`src/rtl/mcm_pkg.sv`:
```
package mcm_pkg;

  localparam int unsigned REG_W      = 8;
  localparam int unsigned PRG_BANK_W = 3;
  localparam int unsigned CHR_BANK_W = 4;

  // register A: character control
  typedef struct packed {
    logic       lo_from_b;   // 1: low chr bits from register B
    logic       chr_a16;
    logic [3:0] rsvd;
    logic [1:0] chr_lo;
  } chr_ctl_t;

  // register B: program / mirroring control
  typedef struct packed {
    logic [2:0] prg_bank;
    logic       prg_wide;    // 1: aligned 32 KiB pair
    logic       mir_h;
    logic       chr_a15;
    logic [1:0] chr_lo;
  } main_ctl_t;

endpackage

```
`src/rtl/mcm_regs.sv`:
```
module mcm_regs
  import mcm_pkg::*;
(
  input  logic             clk_i,
  input  logic             rst_ni,
  input  logic             win_i,
  input  logic             sel_i,
  input  logic             wr_i,
  input  logic [REG_W-1:0] data_i,
  input  logic             restore_i,
  input  logic [REG_W-1:0] restore_a_i,
  input  logic [REG_W-1:0] restore_b_i,
  output chr_ctl_t         chr_ctl_o,
  output main_ctl_t        main_ctl_o
);

  localparam int unsigned NREG = 2;

  logic [NREG-1:0][REG_W-1:0] regs_q;
  logic [NREG-1:0][REG_W-1:0] rest_val;

  assign rest_val[0] = restore_a_i;
  assign rest_val[1] = restore_b_i;

  for (genvar g = 0; g < NREG; g++) begin : g_reg
    logic wr_en;
    assign wr_en = wr_i & win_i & (sel_i == 1'(g));

    always_ff @(posedge clk_i or negedge rst_ni) begin
      if (!rst_ni)        regs_q[g] <= '0;
      else if (restore_i) regs_q[g] <= rest_val[g];  // restore has priority
      else if (wr_en)     regs_q[g] <= data_i;
    end
  end

  assign chr_ctl_o  = chr_ctl_t'(regs_q[0]);
  assign main_ctl_o = main_ctl_t'(regs_q[1]);

endmodule

```
`src/rtl/mcm_prg_map.sv`:
```
module mcm_prg_map
  import mcm_pkg::*;
#(
  parameter int unsigned OFS_W = 14
) (
  input  logic [PRG_BANK_W-1:0]       bank_i,
  input  logic                        wide_i,
  input  logic                        half_i,
  input  logic [OFS_W-1:0]            ofs_i,
  output logic [PRG_BANK_W+OFS_W-1:0] addr_o
);

  logic [PRG_BANK_W-1:0] bank_eff;

  always_comb begin
    if (wide_i) bank_eff = {bank_i[PRG_BANK_W-1:1], half_i};
    else        bank_eff = bank_i;
  end

  assign addr_o = {bank_eff, ofs_i};

endmodule

```
`src/rtl/mcm_chr_map.sv`:
```
module mcm_chr_map
  import mcm_pkg::*;
#(
  parameter int unsigned OFS_W = 13
) (
  input  logic                        lo_from_b_i,
  input  logic                        a16_i,
  input  logic                        a15_i,
  input  logic [1:0]                  lo_a_i,
  input  logic [1:0]                  lo_b_i,
  input  logic [OFS_W-1:0]            ofs_i,
  output logic [CHR_BANK_W+OFS_W-1:0] addr_o
);

  logic [1:0] lo_sel;

  assign lo_sel = lo_from_b_i ? lo_b_i : lo_a_i;
  assign addr_o = {a16_i, a15_i, lo_sel, ofs_i};

endmodule

```
`src/rtl/multicart_mapper.sv`:
```
module multicart_mapper
  import mcm_pkg::*;
#(
  parameter int unsigned PRG_OFS_W = 14,
  parameter int unsigned CHR_OFS_W = 13,
  parameter int unsigned SEL_BIT   = 11,
  localparam int unsigned CPU_AW   = 16,
  localparam int unsigned PRG_AW   = PRG_BANK_W + PRG_OFS_W,
  localparam int unsigned CHR_AW   = CHR_BANK_W + CHR_OFS_W
) (
  input  logic                 clk_i,
  input  logic                 rst_ni,
  input  logic [CPU_AW-1:0]    cpu_addr_i,
  input  logic [REG_W-1:0]     cpu_data_i,
  input  logic                 cpu_wr_i,
  input  logic [CHR_OFS_W-1:0] ppu_addr_i,
  input  logic                 restore_i,
  input  logic [REG_W-1:0]     restore_chr_i,
  input  logic [REG_W-1:0]     restore_main_i,
  output logic [REG_W-1:0]     snap_chr_o,
  output logic [REG_W-1:0]     snap_main_o,
  output logic [PRG_AW-1:0]    prg_addr_o,
  output logic [CHR_AW-1:0]    chr_addr_o,
  output logic                 mirror_h_o
);

  chr_ctl_t  chr_ctl;
  main_ctl_t main_ctl;

  mcm_regs u_regs (
    .clk_i       (clk_i),
    .rst_ni      (rst_ni),
    .win_i       (cpu_addr_i[CPU_AW-1]),
    .sel_i       (cpu_addr_i[SEL_BIT]),
    .wr_i        (cpu_wr_i),
    .data_i      (cpu_data_i),
    .restore_i   (restore_i),
    .restore_a_i (restore_chr_i),
    .restore_b_i (restore_main_i),
    .chr_ctl_o   (chr_ctl),
    .main_ctl_o  (main_ctl)
  );

  mcm_prg_map #(.OFS_W(PRG_OFS_W)) u_prg (
    .bank_i (main_ctl.prg_bank),
    .wide_i (main_ctl.prg_wide),
    .half_i (cpu_addr_i[PRG_OFS_W]),
    .ofs_i  (cpu_addr_i[PRG_OFS_W-1:0]),
    .addr_o (prg_addr_o)
  );

  mcm_chr_map #(.OFS_W(CHR_OFS_W)) u_chr (
    .lo_from_b_i (chr_ctl.lo_from_b),
    .a16_i       (chr_ctl.chr_a16),
    .a15_i       (main_ctl.chr_a15),
    .lo_a_i      (chr_ctl.chr_lo),
    .lo_b_i      (main_ctl.chr_lo),
    .ofs_i       (ppu_addr_i),
    .addr_o      (chr_addr_o)
  );

  assign snap_chr_o  = chr_ctl;
  assign snap_main_o = main_ctl;
  assign mirror_h_o  = main_ctl.mir_h;

endmodule

```
`config.mk`:
```
export PLATFORM = sky130hd
export DESIGN_NAME = multicart_mapper
export DESIGN_NICKNAME = d
export VERILOG_FILES = /design/src/rtl/mcm_pkg.sv /design/src/rtl/mcm_regs.sv /design/src/rtl/mcm_prg_map.sv /design/src/rtl/mcm_chr_map.sv /design/src/rtl/multicart_mapper.sv
export SDC_FILE = /design/constraint.sdc
export NUM_CORES = 1
export LEC_CHECK = 0
export BUFFER_PORTS_ARGS = -buffer_cell sky130_fd_sc_hd__buf_2
export CAP_MARGIN = 20
export CELL_PAD_IN_SITES_DETAIL_PLACEMENT = 1
export CELL_PAD_IN_SITES_GLOBAL_PLACEMENT = 1
export CORE_MARGIN = 1
export CORE_UTILIZATION = 24
export DETAILED_ROUTE_END_ITERATION = 8
export HOLD_SLACK_MARGIN = 0.06
export PLACE_DENSITY = 0.8
export SYNTH_ARGS = -nofsm -noshare
export SYNTH_HDL_FRONTEND = slang
export SYNTH_HIERARCHICAL = 1
export SYNTH_SLANG_ARGS = --single-unit
```
`constraint.sdc`:
```
create_clock -name clk_i -period 1.02 [get_ports clk_i]
set_input_delay 0.204 -clock clk_i [delete_from_list [all_inputs] [get_ports clk_i]]
set_output_delay 0.204 -clock clk_i [all_outputs]
set_load 0.02 [all_outputs]
```
Word-level counts from Yosys, hierarchy flattened
Cells that the tools add are included.
{ "op_classes": {"bitwise": 4, "reduce_logical": 2, "n_mux": 6} }
{ "ops": {"columns": ["cell", "count"], "rows": [
  ["8-bit two-way mux", 4],
  ["2-bit nonzero test", 2],
  ["1-bit AND", 3],
  ["2-bit two-way mux", 1],
  ["1-bit two-way mux", 1],
  ["1-bit NOT", 1]
]} }
{ "word_totals": {"register_bits": 16, "out_inout_bits": 51, "inputBits": 57, "wordCells": 14} }

Depth between registers and ports, before layout
Gate-level depths: netlist (run 1).
{ "logic_depth": {"word_depth": 4, "ltp_mapped": 5, "depth_no_buf": 3} }

By module
The synthesis (run 1) kept the hierarchy.
{ "by_module_without_submodules": {"columns": ["module", "area_each_um2", "instances", "cells_each", "seq_area_each_um2"], "rows": [
  ["mcm_regs", 812.0, 1, 62, 400.4],
  ["mcm_chr_map", 135.1, 1, 17, 0.0],
  ["mcm_prg_map", 135.1, 1, 17, 0.0],
  ["multicart_mapper", 7.5, 1, 1, 0.0]
]} }

Least setup slack after synthesis (run 1)
No wires, ideal clock.
{ "synth_timing": {"kind": "input port to flip-flop", "startpoint": "input restore_i", "endpoint": "register u_regs.regs_q, in the netlist u_regs/chr_ctl_o[5]", "setup_slack_ps": -108, "cell_stages": 4, "setup_time_ps": 125, "t_arrival_ps": 1003, "required_time_ps": 895, "path_cell_list": "buf_6 buf_12 mux2_4 mux2_2"} }
{ "synth_via": {"elab_chain_len": 1} }
{ "synth_rtl": {"columns": ["element", "line_no", "text"], "rows": [
  ["from (decl)", "multicart_mapper.sv:17", "input logic restore_i,"],
  ["8-bit two-way mux / 2-bit nonzero test (equally long branches)", null, null],
  ["to (signal, indexed assignment)", "mcm_regs.sv:31", "else if (restore_i) regs_q[g] <= rest_val[g];"],
  ["to (signal, indexed assignment)", "mcm_regs.sv:32", "else if (wr_en) regs_q[g] <= data_i;"],
  ["to (decl)", "mcm_regs.sv:19", "logic [NREG-1:0][REG_W-1:0] regs_q;"]
]} }
Several ways; a longest one is shown, not always the timed one.
A chain may end at the register's enable or synchronous reset.

Worst setup path after layout (run 1)
{ "layout_timing": {"startpoint": "register u_regs.regs_q, in the netlist u_regs/chr_ctl_o[7]", "endpoint": "output chr_addr_o[14]"} }
{ "layout_via": {"elab_chain_len": 1} }
{ "layout_rtl": {"columns": ["element", "line_no", "text"], "rows": [
  ["2-bit two-way mux", "mcm_chr_map.sv:17", "assign lo_sel = lo_from_b_i ? lo_b_i : lo_a_i;"],
  ["to (decl)", "multicart_mapper.sv:23", "output logic [CHR_AW-1:0] chr_addr_o,"]
]} }
Every way passes these cells.

==> flow_summary.yaml, run 1 <==
logic_synthesis:
  synth_top_area_cell: "dfrtp_1"
  synth_async_sr_flop_share_pct: 100
  ys_types: 13
  yosys-top-cells-count: "buf_4 (32), dfrtp_1 (16), mux2_2 (16)"
  ys_warn_count: 6
  yosysTopAreaCellShare_pct: 36.7
  synth-edff-count: 0
  synth_fp_nets: 154
  avgSynthCellArea_um2: 11.2
  yosysSeqAreaShare_pct: 36.7
  ys.flop_type: "dfrtp_1"
  netlist_top_cells_area: "dfrtp_1 (37%), buf_4 (22%), mux2_2 (17%), mux2i_1 (7.3%), mux2_4 (4.1%)"
  synth.most_common_cell: "buf_4"
  synth_cells: 97
  synth_seq_cells: 16
  syn_area_um2: 1090
floorplan:
  die_width_um: 69.4
  start_util_pct: 25.0
  placement_rows: 24
  die_h_um: 69.4
  coreArea_um2: 4350
  dieArea_um2: 4810
  ioPinCount: 108
worst_hold_path:
  min_delay_path_depth: 3
  min_to: "u_regs/main_ctl_o[3]$_DFFE_PN0P_"
  hold_start: "restore_main_i[3]"
  hold_class: "input pin to flip-flop"
sta:
  finalCritPeriodShare_pct: 132
  setup_tns_ns: -1.48
  layout_min_cycle_time_ns: 1.34
  whs_ns: 0.252
  slew_violations: 0
  setup_ws_ns: -0.322
  rsz0062_at_grt: "true"
  finalHoldViolCount: 0
  setup_violations: 11
  max_freq_mhz: 745
  relSlewSlack_pct: 74.2
  worst_slew_pin_slew_ns: 0.388
  final.setup_skew_ns: 0
routing:
  drt-initial-drc-count: 16
  num_vias: 825
  first_pass_iters: 3
  drtAntennaViolNets: 0
  wl_per_cell_um: 14.2
  post-route-drc-count: 0
  routed_wl_um: 2720
  viasPerCell: 4.30
worst_setup_path:
  critPathKind: "flip-flop to output pin"
  worstPathRequired_ns: 0.82
  r2r_end: "u_regs/chr_ctl_o[7]$_DFFE_PN0P_"
  critical_path.max_fanout: 3
  worstPathCellList: "mux2_4 > buf_6"
  cp.arrival_ns: 1.14
  max_stage_delay_ns: 0.44
  crit_slowest_cell: "dfrtp_2"
  r2r_start: "u_regs/chr_ctl_o[7]$_DFFE_PN0P_"
  cp-end-kind: "output pin"
  r2r_slack_ns: 0.07
  reg2reg_depth: 2
  start_kind: "flip-flop"
global_route:
  grt_first_pass_wirelength_um: 4350
  overflow: 0
  grt_pass1_vias: 901
  groute.usage.overall_pct: 11.6
  grt_max_degree: 17
  grt_antenna_before_repair: 0
clock_tree:
  root_buffer: "clkbuf_8"
  clk_pin_slew_ns: 0.06
  ctsHtreeMaxLevel: 1
  cts.sink_count: 16
  cts_buffer_depth: 2
  cts_buffers: 3
  clk_latency_ns: 0.25
  cts_tree: "done"
power:
  p_leak_nw: 0.753
  ir_drop_mv: 0.762
  power.density_nw_per_um2: 1400
final_layout:
  drive_gt1_share_pct: 70.7
  syn2layout_area_growth_pct: 39.7
  instances_no_fill: 192
  antennaDiodeCount: 0
  final_nets: 198
  n_fill_cell: 497
placed_design:
  hpwl_um: 2070
  numPortBuffers: 55
  place_inst: 184
  dp_slack_ns: -0.327
  place_congestion: 0.664
outcome:
  status: "complete, but fails checks"
  violations: "negative setup slack"
flow_run:
  drv_cap: 0
registers in the layout (all words and copies together), names as in the netlist:
signal	count
u_regs/main_ctl_o	8
u_regs/chr_ctl_o	8
how the worst max path moves through the flow:
stage	start	endpoint	slack, ns	cells past startpoint
3_5_place_dp	restore_i	u_regs/chr_ctl_o[3]$_DFFE_PN0P_	-0.33	3
6_report	u_regs/chr_ctl_o[7]$_DFFE_PN0P_	chr_addr_o[14]	-0.32	2
5_1_grt	u_regs/chr_ctl_o[7]$_DFFE_PN0P_	chr_addr_o[14]	-0.35	2
2_1_floorplan	restore_i	u_regs/chr_ctl_o[5]$_DFFE_PN0P_	-0.09	4
4_1_cts	u_regs/chr_ctl_o[7]$_DFFE_PN0P_	chr_addr_o[14]	-0.34	2
3_3_place_gp	restore_i	u_regs/chr_ctl_o[7]$_DFFE_PN0P_	-0.29	3
power breakdown:
group / total, W / internal [W] / switching [W]
Clock: 0.000499 / 0.000277 / 0.000222
Combinational: 0.000849 / 0.000481 / 0.000367
Sequential: 0.000786 / 0.000715 / 0.0000700
Total: 0.00213 / 0.00147 / 0.000659
worst max-delay path: cells and delay by family (launching register included):
kind | cells | cell delay (ns)
buffers and inverters | 1 | 0.13
DFF | 1 | 0.44
muxes | 1 | 0.32
kinds of logic after synthesis:
group	Yosys count	share of synthesized area [%]
DFF	16	36.7
AOI/OAI and AO/OA	10	6.77
buffers and inverters	36	25.7
and+or+nand+nor	8	2.76
muxes	27	28.0
placed cells by master, fill, tap and decap left out:
cell type,Yosys,routed
dfrtp_2,0,2
buf_12,1,1
mux2i_1,8,8
o21ai_0,8,8
a31oi_2,1,1
buf_2,1,33
mux2_4,3,5
a31oi_4,1,1
inv_1,1,1
dfrtp_1,16,14
clkbuf_8,0,3
nand2_1,8,8
dlygate4sd3_1,0,1
buf_6,1,27
clkbuf_1,0,1
mux2_2,16,14
buf_4,32,12
area by class of cell:
class | instances | area [µm²] | area share [%]
Multi-Input combinational cell | 45 | 417 | 27.4
Inverter | 1 | 3.75 | 0.247
Clock buffer | 4 | 45.0 | 2.96
Sequential cell | 16 | 403 | 26.5
Timing Repair Buffer | 74 | 589 | 38.7
Tap cell | 52 | 65.1 | 4.27
per-layer routing:
metal | GRT usage (%) | part of all wire (%) | vias up
met5 | 0 | 0 | -
met4 | 3.85 | 1.7 | 0
met3 | 4.36 | 8.5 | 12
met2 | 21.0 | 50 | 41
met1 | 12.1 | 40 | 387
li1 | - | - | 385
per-stage QoR:
| step | utilization, % | area (µm²) | power [W] |
|---|---|---|---|
| 4_1_cts | 34.2 | 1490 | 0.00214 |
| 3_3_place_gp | 29.6 | 1290 | 0.00144 |
| 5_1_grt | 35.0 | 1520 | 0.00226 |
| 6_report | 35.0 | 1520 | 0.00213 |
| 2_1_floorplan | - | 1110 | 0.00133 |
| 3_5_place_dp | 29.6 | 1290 | 0.00145 |
repair_timing:
action	CTS	global route
buffers inserted	2	5
resized for setup	43	9
hold endpoints to repair	16	0
hold buffers	1	0
endpoints found under the setup margin	24	21
(Power assumes the default switching activity.)
==> run 2, diff against run 1 <==
--- a/config.mk
+++ b/config.mk
@@ -5,15 +5,16 @@
 export SDC_FILE = /design/constraint.sdc
 export NUM_CORES = 1
 export LEC_CHECK = 0
+export ABC_AREA = 1
 export BUFFER_PORTS_ARGS = -buffer_cell sky130_fd_sc_hd__buf_2
 export CAP_MARGIN = 20
 export CELL_PAD_IN_SITES_DETAIL_PLACEMENT = 1
 export CELL_PAD_IN_SITES_GLOBAL_PLACEMENT = 1
 export CORE_MARGIN = 1
-export CORE_UTILIZATION = 24
+export CORE_UTILIZATION = 22
 export DETAILED_ROUTE_END_ITERATION = 8
 export HOLD_SLACK_MARGIN = 0.06
-export PLACE_DENSITY = 0.8
+export PLACE_DENSITY = 0.79
 export SYNTH_ARGS = -nofsm -noshare
 export SYNTH_HDL_FRONTEND = slang
 export SYNTH_HIERARCHICAL = 1
==> flow_summary.yaml, run 2 <==
outcome:
  status: "complete, but fails checks"
  violations: "negative setup slack"
power:
  finalPower_w: 0.00213
  p_clk_share_pct: 26.6
  ir_drop_mv: 0.393
  p_sw_share_pct: 32.4
  combPwrFrac_pct: 36.7
  p_seq_share_pct: 36.8
  p_leak_nw: 0.882
  power.density_nw_per_um2: 1370
  switching_power_w: 0.000689
  internal_power_w: 0.00144
sta:
  worst_slew_pin_slew_ns: 0.378
  setup_ws_ns: -0.175
  layout_min_cycle_time_ns: 1.19
  finalHoldViolCount: 0
  max_freq_mhz: 837
  rsz0062_at_grt: "true"
  slew_violations: 0
  final.setup_skew_ns: 0
  whs_ns: 0.269
  relSlewSlack_pct: 74.8
  setup_violations: 9
  finalCritPeriodShare_pct: 117
worst_setup_path:
  r2r_slack_ns: 0.11
  crit_slowest_cell: "dfrtp_1"
  crit_top_cell: "nand2_1"
  max_stage_delay_ns: 0.42
  start_kind: "flip-flop"
  r2r_start: "u_regs/chr_ctl_o[6]$_DFFE_PN0P_"
  worstPathRequired_ns: 0.82
  worst-path-buf-inv: 2
  worstPathCellList: "inv_1 > nand2_1 > nand2_1 > buf_6"
  reg2reg_depth: 4
  r2r_end: "u_regs/chr_ctl_o[6]$_DFFE_PN0P_"
  cp.arrival_ns: 0.99
  critPathKind: "flip-flop to output pin"
  critPathTopFamily: "flip-flops"
  cp-end-kind: "output pin"
  critical_path.max_fanout: 5
placed_design:
  hpwl_um: 2400
  place_congestion: 0.724
  place_inst: 251
  numPortBuffers: 55
logic_synthesis:
  synth_fp_nets: 214
  yosysSeqAreaShare_pct: 35.8
  syn_area_um2: 1120
  avgSynthCellArea_um2: 7.12
  netlist_top_cells_area: "dfrtp_1 (36%), buf_4 (24%), nand2_1 (20%), nand3_1 (7.2%), o21ai_0 (6.3%)"
  ys.flop_type: "dfrtp_1"
  synth_top_area_cell: "dfrtp_1"
  synth_seq_cells: 16
  yosys-top-cells-count: "nand2_1 (60), buf_4 (35), dfrtp_1 (16), nand3_1 (16), o21ai_0 (14)"
  synth-edff-count: 0
  yosysTopAreaCellShare_pct: 35.8
  synth_cells: 157
  synth_async_sr_flop_share_pct: 100
  synth.most_common_cell: "nand2_1"
  ys_warn_count: 6
  ys_types: 10
clock_tree:
  clk_pin_slew_ns: 0.06
  cts_buffers: 3
  cts.sink_count: 16
  cts_buffer_depth: 2
  cts_tree: "done"
  ctsHtreeMaxLevel: 1
  root_buffer: "clkbuf_8"
  clk_latency_ns: 0.25
floorplan:
  dieArea_um2: 5370
  coreArea_um2: 4820
  die_width_um: 73.3
  die_h_um: 73.3
  start_util_pct: 23.2
  ioPinCount: 108
  placement_rows: 25
global_route:
  groute.usage.overall_pct: 12.6
  grt_first_pass_wirelength_um: 5130
  grt_antenna_before_repair: 0
  overflow: 0
  grt_max_degree: 17
  grt_pass1_vias: 1116
worst_hold_path:
  min_delay_path_depth: 5
  hold_class: "input pin to flip-flop"
  min_to: "u_regs/main_ctl_o[4]$_DFFE_PN0P_"
  hold_start: "restore_main_i[4]"
routing:
  wl_per_cell_um: 12.0
  num_vias: 1119
  drt-initial-drc-count: 40
  first_pass_iters: 4
  drtAntennaViolNets: 0
  viasPerCell: 4.18
  routed_wl_um: 3230
  post-route-drc-count: 0
flow_run:
  drv_cap: 0
final_layout:
  final_cell_mix: "nand2_1 (60), buf_2 (35), buf_6 (21)"
  final_nets: 259
  instances_no_fill: 268
  syn2layout_area_growth_pct: 39.0
  drive_gt1_share_pct: 41.8
  antennaDiodeCount: 0
  layout_commonest_cell: "nand2_1"
[run 2: cell types whose count changed after synthesis, moves of 6 or more]
cell,previous run,this run
nand2_1,8,60
mux2i_1,8,0
nand3_1,0,16
o21ai_0,8,14
mux2_2,16,0
inv_1,1,10
[run 2: per-layer routing]
layer / vias up / share of wire (%) / routed length (µm) / global-route usage, %
met1: 530 / 42 / 1360 / 15.7
met4: 0 / 1.1 / 35 / 4.58
met5: - / 0 / 0 / 0
met3: 4 / 6.1 / 197 / 2.33
li1: 546 / - / - / -
met2: 39 / 51 / 1630 / 21.5
[run 2: worst max path at each step]
stage / slack (ns) / depth (start not counted) / startpoint / to
after global placement: 0.04 / 5 / restore_i / u_regs/chr_ctl_o[7]$_DFFE_PN0P_
final: -0.17 / 4 / u_regs/chr_ctl_o[7]$_DFFE_PN0P_ / chr_addr_o[13]
after CTS: -0.19 / 4 / u_regs/chr_ctl_o[7]$_DFFE_PN0P_ / chr_addr_o[13]
after detailed placement: 0.03 / 5 / restore_i / u_regs/chr_ctl_o[6]$_DFFE_PN0P_
after global routing: -0.25 / 4 / u_regs/chr_ctl_o[7]$_DFFE_PN0P_ / chr_addr_o[13]
after floorplan: 0.06 / 3 / u_regs/chr_ctl_o[7]$_DFFE_PN0P_ / chr_addr_o[13]
[run 2: cell type report]
type | instances | area (µm²)
clock buffer | 4 | 55.1
fill | 631 | 3260
inverter | 11 | 41.3
multi-input combinational | 94 | 408
sequential | 16 | 400
tap | 67 | 83.8
timing repair buffer | 76 | 564
[run 2: timing repair]
item                                    4_1_cts  5_1_grt
hold buffers                                  1        0
gates resized for setup                      16       25
pin swaps                                     0        1
hold endpoints to repair                     16        0
gates cloned                                  0        0
endpoints found under the setup margin       18       22
setup buffers                                 7        5
[run 2: power by group through the flow]
stage               Clock, W  Combinational [W]  Sequential [W]
floorplan                  0           0.000414        0.000860
global placement           0           0.000563        0.000782
detailed placement         0           0.000575        0.000782
CTS                 0.000578           0.000685        0.000771
global route        0.000613           0.000852        0.000792
finish              0.000564           0.000779        0.000782
[run 2: cells by family after synthesis]
kind of cell | synth area share (%)
buf+inv | 27.7
compound gates | 6.27
flops | 35.8
simple gates | 30.2
[run 2: worst register-to-register path: stages (launching register included)]
cell,delay [ns]
dfrtp_1,0.41
buf_4,0.15
buf_4,0.12
nand3_1,0.07
nand2_1,0.05
[run 2: stage by stage]
step	worst slack, ns	utilization (%)	TNS [ns]	area [µm²]
after floorplan	0.0552	-	0	1120
after global placement	0.0396	26.3	0	1270
after detailed placement	0.0289	26.3	0	1270
after CTS	-0.186	29.8	-0.714	1440
after global routing	-0.247	32.2	-1.38	1550
final	-0.175	32.2	-0.737	1550
